**src/rtl/ies_pkg.sv**
```systemverilog
package ies_pkg;

  typedef enum logic [1:0] {
    RK_NONE  = 2'd0,
    RK_SET   = 2'd1,
    RK_CLEAR = 2'd2,
    RK_OTHER = 2'd3
  } retireKind_e;

  typedef enum logic [1:0] {
    DEC_UD,
    DEC_IF,
    DEC_VIF,
    DEC_GP
  } decision_e;

  typedef struct packed {
    logic setIf;
    logic setVif;
    logic clrIf;
    logic armShadow;
    logic dropShadow;
  } ctlStrobes_t;

endpackage

```
**src/rtl/ies_ctrl.sv**
```systemverilog
module ies_ctrl
  import ies_pkg::*;
#(
  parameter int PL_W = 2
) (
  input  logic            protEn,
  input  logic            v86Mode,
  input  logic            vmExtEn,
  input  logic            pvirtEn,
  input  logic [PL_W-1:0] cpl,
  input  logic [PL_W-1:0] iopl,
  input  logic            vipBit,
  input  logic            lockPfx,
  input  retireKind_e     kind,
  input  logic            eventDeliver,
  input  logic            intFlagQ,
  output ctlStrobes_t     strobes,
  output logic            gpFault,
  output logic            udFault
);

  localparam logic [PL_W-1:0] PL_MAX = {PL_W{1'b1}};

  logic [PL_W-1:0] effCpl;
  logic            ioplOk;
  logic            pviActive;
  logic            vmeActive;
  logic            isSet;
  decision_e       decision;

  always_comb begin
    isSet     = (kind == RK_SET);
    effCpl    = v86Mode ? PL_MAX : cpl;
    ioplOk    = (iopl >= effCpl);
    pviActive = protEn && !v86Mode && (cpl == PL_MAX) && pvirtEn;
    vmeActive = protEn && v86Mode && vmExtEn;

    // Lock check first, then privilege, then virtual path.
    if (lockPfx)                              decision = DEC_UD;
    else if (!protEn || ioplOk)               decision = DEC_IF;
    else if ((pviActive || vmeActive) && !vipBit) decision = DEC_VIF;
    else                                      decision = DEC_GP;
  end

  always_comb begin
    strobes.setIf      = isSet && (decision == DEC_IF);
    strobes.setVif     = isSet && (decision == DEC_VIF);
    strobes.clrIf      = (kind == RK_CLEAR);
    strobes.armShadow  = strobes.setIf && !intFlagQ && !eventDeliver;
    strobes.dropShadow = (kind != RK_NONE) || eventDeliver;
    gpFault            = isSet && (decision == DEC_GP);
    udFault            = isSet && (decision == DEC_UD);
  end

endmodule

```
**src/rtl/ies_datapath.sv**
```systemverilog
module ies_datapath
  import ies_pkg::*;
#(
  parameter bit NMI_SHADOW_EN = 1'b1
) (
  input  logic        clk,
  input  logic        rstN,
  input  ctlStrobes_t strobes,
  output logic        intFlagQ,
  output logic        virtIntFlagQ,
  output logic        maskInhibit,
  output logic        nmiInhibit
);

  logic shadowQ;

  always_ff @(posedge clk) begin
    if (!rstN) begin
      intFlagQ     <= 1'b0;
      virtIntFlagQ <= 1'b0;
      shadowQ      <= 1'b0;
    end else begin
      if (strobes.clrIf)      intFlagQ <= 1'b0;
      else if (strobes.setIf) intFlagQ <= 1'b1;

      if (strobes.setVif) virtIntFlagQ <= 1'b1;

      if (strobes.armShadow)       shadowQ <= 1'b1;
      else if (strobes.dropShadow) shadowQ <= 1'b0;
    end
  end

  assign maskInhibit = !intFlagQ || shadowQ;

  generate
    if (NMI_SHADOW_EN) begin : g_nmiShadow
      assign nmiInhibit = shadowQ;
    end else begin : g_noNmiShadow
      assign nmiInhibit = 1'b0;
    end
  endgenerate

endmodule

```
**src/rtl/int_enable_shadow.sv**
```systemverilog
module int_enable_shadow
  import ies_pkg::*;
#(
  parameter int PL_W          = 2,
  parameter bit NMI_SHADOW_EN = 1'b1
) (
  input  logic            clk,
  input  logic            rstN,
  input  logic            protEn,
  input  logic            v86Mode,
  input  logic            vmExtEn,
  input  logic            pvirtEn,
  input  logic [PL_W-1:0] cpl,
  input  logic [PL_W-1:0] iopl,
  input  logic            vipBit,
  input  logic            lockPfx,
  input  logic [1:0]      retireKind,
  input  logic            eventDeliver,
  output logic            intFlag,
  output logic            virtIntFlag,
  output logic            gpFault,
  output logic            udFault,
  output logic            maskInhibit,
  output logic            nmiInhibit
);

  ctlStrobes_t strobes;
  retireKind_e kind;

  assign kind = retireKind_e'(retireKind);

  ies_ctrl #(.PL_W(PL_W)) ctrl_i (
    .protEn      (protEn),
    .v86Mode     (v86Mode),
    .vmExtEn     (vmExtEn),
    .pvirtEn     (pvirtEn),
    .cpl         (cpl),
    .iopl        (iopl),
    .vipBit      (vipBit),
    .lockPfx     (lockPfx),
    .kind        (kind),
    .eventDeliver(eventDeliver),
    .intFlagQ    (intFlag),
    .strobes     (strobes),
    .gpFault     (gpFault),
    .udFault     (udFault)
  );

  ies_datapath #(.NMI_SHADOW_EN(NMI_SHADOW_EN)) dp_i (
    .clk         (clk),
    .rstN        (rstN),
    .strobes     (strobes),
    .intFlagQ    (intFlag),
    .virtIntFlagQ(virtIntFlag),
    .maskInhibit (maskInhibit),
    .nmiInhibit  (nmiInhibit)
  );

endmodule

```
**config.mk**
```make
export PLATFORM = sky130hd
export DESIGN_NAME = int_enable_shadow
export DESIGN_NICKNAME = d
export VERILOG_FILES = /design/src/rtl/ies_pkg.sv /design/src/rtl/ies_ctrl.sv /design/src/rtl/ies_datapath.sv /design/src/rtl/int_enable_shadow.sv
export SDC_FILE = /design/constraint.sdc
export NUM_CORES = 1
export LEC_CHECK = 0
export BUFFER_PORTS_ARGS = -buffer_cell sky130_fd_sc_hd__buf_2
export CORE_AREA = 4 4 41 43
export DETAILED_ROUTE_END_ITERATION = 16
export DIE_AREA = 0 0 45 47
export HOLD_SLACK_MARGIN = 0.06
export SYNTH_ARGS = -nofsm -noshare
export SYNTH_HDL_FRONTEND = slang
export SYNTH_SLANG_ARGS = --single-unit
export TNS_END_PERCENT = 100
```
**constraint.sdc**
```tcl
create_clock -name clk -period 1.7 [get_ports clk]
set_clock_uncertainty 0.1 [all_clocks]
set_input_delay 0.085 -clock clk [delete_from_list [all_inputs] [get_ports clk]]
set_output_delay 0.085 -clock clk [all_outputs]
set_load 0.02 [all_outputs]
```
==> results.yml <==
floorplan:
  die_width_um: 45
  rows: 13
  top_level_ports: 21
  die_y_um: 47
  dieArea_mm2: 0.002115
  start_util: 0.1865
  fp.coreArea_mm2: 0.001301
pwr:
  seqPwrFrac: 0.284
  power.share.switching: 0.2467
  internal_power_mw: 0.1947
  vdd_drop_max_uv: 240.9
  ratio_of_total_power_to_cell_area_mw_per_mm2: 607.7
  comb_power_share: 0.240
  power_leakage_nw: 0.2154
  p_clk_frac: 0.477
  netSwitchingPower_mw: 0.06377
timing:
  timing.setup.tns_ns: 0
  final-max-slew-violation-count: 0
  fmaxAchievable_mhz: 648.4
  hold_ws_ns: 0.08575
  fin_crit_ns: 1.542
  grt_setup_unrepaired: "false"
  hold_viol_final: 0
  final-setup-viol-count: 0
  layout_setup_ws_ns: 0.1578
  period_share: 0.9072
  tightestPinTransition_ns: 0.1872
  max-slew-margin-rel: 0.8751
cts:
  cts-htree-levels: 1
  tritoncts_num_sinks: 3
  clock_path_buffers: 2
  clock-root-buffer: "clkbuf_4"
  tritoncts.num_buffers: 3
  cts_tree: "done"
  worst_skew_pair.late_latency_ns: 0.23
  cts.reportedPaths.clkPinSlew_ns: 0.04
synthesis:
  most_instantiated_flip_flop_cell_in_the_synthesis_netlist: "dfxtp_1"
  post_synth.cell_area_avg_um2: 8.370
  synth_most_common_cell: "nand2b_1"
  yosysWarningCount: 0
  postSynthCellCount: 29
  ys_seq_elements: 3
  netlist.top_cell.by_area: "dfxtp_1"
  synth.lib_cells_used.distinct: 16
  post_synth_design_cell_area_um2: 242.7
  synth_cell_count_leaders: "nand2b_1 (4), dfxtp_1 (3), nand2_1 (3), nor2_1 (3)"
  synth_sequential_area_ratio: 0.2474
  synth_fp_nets: 46
  synthDominantCellAreaShare: 0.2474
  synth_area_leaders: "dfxtp_1 (25%), ha_1 (10%), nand2b_1 (10%)"
  postSynth.asyncResetShare: 0
  number_of_enable_flip_flop_cells_after_synthesis: 0
finish:
  fillerInstances: 156
  drive_above_1_share: 0.5263
  area_growth_syn_to_layout_pct: 75.26
  num-nets-final: 75
  design_area_um2: 425.4
  antennaDiodeCount: 0
global_route:
  globalRouteTotalUtil: 0.06867
  pin_count_of_the_biggest_net_entering_global_routing: 5
  grt_pass1_wl_mm: 1.028
  grt_overflow: 0
  first_global_vias: 297
  grt_antenna_before_repair: 0
routing:
  average_detailed_routed_wire_length_per_instance_um: 8.972
  detail-route-antenna-nets: 0
  drt_first_iter_violations: 1
  post_drt_via_cell_ratio: 4.056
  drc: 0
  drt_first_pass_iters: 2
  routed_wirelength_um: 646
  num_vias: 292
setup_path:
  timing.rr.start: "dp_i.intFlagQ"
  endpoint_kind: "output port"
  worst-endpoint-arrival_ns: 1.36
  worst_setup_path_start_kind: "primary input"
  critical_path_required_ns: 1.51
  worstSetupPathType: "in -> out"
  cp_max_fo: 4
  r2r.worst_path.cells: 2
  worst_r2r_endpoint: "dp_i.nmiInhibit"
  timing.reg2reg.setup_slack_ns: 0.70
min_path:
  hold_path_end: "dp_i.intFlagQ"
  holdPathStages: 2
  worstHoldPathType: "in -> reg"
  hold_path.startpoint: "retireKind[0]"
job:
  max_cap_viol_count: 0
placement:
  gp_congestion: 0.5598
  dpl-instance-area_um2: 361.6
  dp.final_hpwl_um: 541.8
  worst_setup_slack_after_placement_ns: 0.04781
  portBuffers: 20
run_status:
  status: "complete, no violations"
-- power by group through the flow --
stage	Clock (mW)	Combinational (mW)	Sequential, mW
floorplan	0	0.0259	0.0759
CTS	0.131	0.0595	0.0734
detailed placement	0	0.0541	0.0744
global route	0.141	0.0691	0.0736
global placement	0	0.0536	0.0743
finish	0.123	0.0620	0.0733
-- registers in the layout, indices dropped and copies added (netlist names) --
| register | count |
|---|---|
| dp_i.intFlagQ | 1 |
| dp_i.nmiInhibit | 1 |
| dp_i.virtIntFlagQ | 1 |
-- worst max-delay path, stage by stage --
cell	delay [ns]
buf_2	0.11
or2_2	0.29
ha_1	0.27
nand2b_1	0.15
a21oi_2	0.14
nand2_1	0.06
nor2_1	0.08
buf_2	0.17
-- layout by cell type, fill, tap and decap left out --
cell	instances
a21oi_1	1
a21oi_2	2
a31oi_1	1
and3_2	1
buf_2	20
buf_4	1
clkbuf_1	1
clkbuf_4	3
dfxtp_1	3
dlygate4sd3_1	3
ha_1	2
inv_1	2
nand2_1	3
nand2b_1	4
nand4b_1	1
nor2_1	3
nor2b_1	2
nor3b_4	1
o221a_2	1
or2_2	1
or3b_1	1
-- worst max-delay path by stage --
stage          startpoint             to  cells past startpoint
2_1_floorplan     v86Mode        gpFault                      6
3_3_place_gp      v86Mode  dp_i.intFlagQ                      7
3_5_place_dp      v86Mode  dp_i.intFlagQ                      7
4_1_cts           v86Mode        gpFault                      8
5_1_grt           v86Mode        gpFault                      8
6_report          v86Mode        gpFault                      8
-- cell type report --
class | count | area, um^2 | area share
Clock buffer | 4 | 26.28 | 0.06176
Inverter | 2 | 7.507 | 0.01765
Multi-Input combinational cell | 24 | 175.2 | 0.4118
Sequential cell | 3 | 60.06 | 0.1412
Tap cell | 15 | 18.77 | 0.04412
Timing Repair Buffer | 24 | 137.6 | 0.3235
-- routing by layer --
layer / global-route usage / routed length (um) / up-vias
li1: - / - / 157
met3: 0.02299 / 47 / 0
met4: 0.05263 / 0 / 0
met2: 0.1186 / 360 / 7
met1: 0.06803 / 239 / 128
met5: 0 / 0 / -
-- per-stage QoR --
stage          utilization  total power [mW]  cells
2_1_floorplan            -            0.1018     29
3_3_place_gp        0.2779            0.1279     64
3_5_place_dp        0.2779            0.1285     64
4_1_cts             0.3212            0.2634     71
5_1_grt             0.3269            0.2834     72
6_report            0.3269            0.2585     72
-- kinds of logic after synthesis --
| logic type | after synthesis | synth area share |
|---|---|---|
| adders and majority gates | 2 | 0.1031 |
| and+or+nand+nor | 17 | 0.4536 |
| DFF | 3 | 0.2474 |
| AOI/OAI and AO/OA | 5 | 0.1650 |
| buffers and inverters | 2 | 0.03094 |
-- what timing repair did --
| item | in CTS | in global routing |
|---|---|---|
| gates resized for setup | 0 | 0 |
| setup buffers | 0 | 1 |
| endpoints found under the setup margin | 0 | 1 |
| endpoints found under the hold margin | 3 | 0 |
| hold buffers | 3 | 0 |
Note: power is estimated with default switching activity, not from simulation.
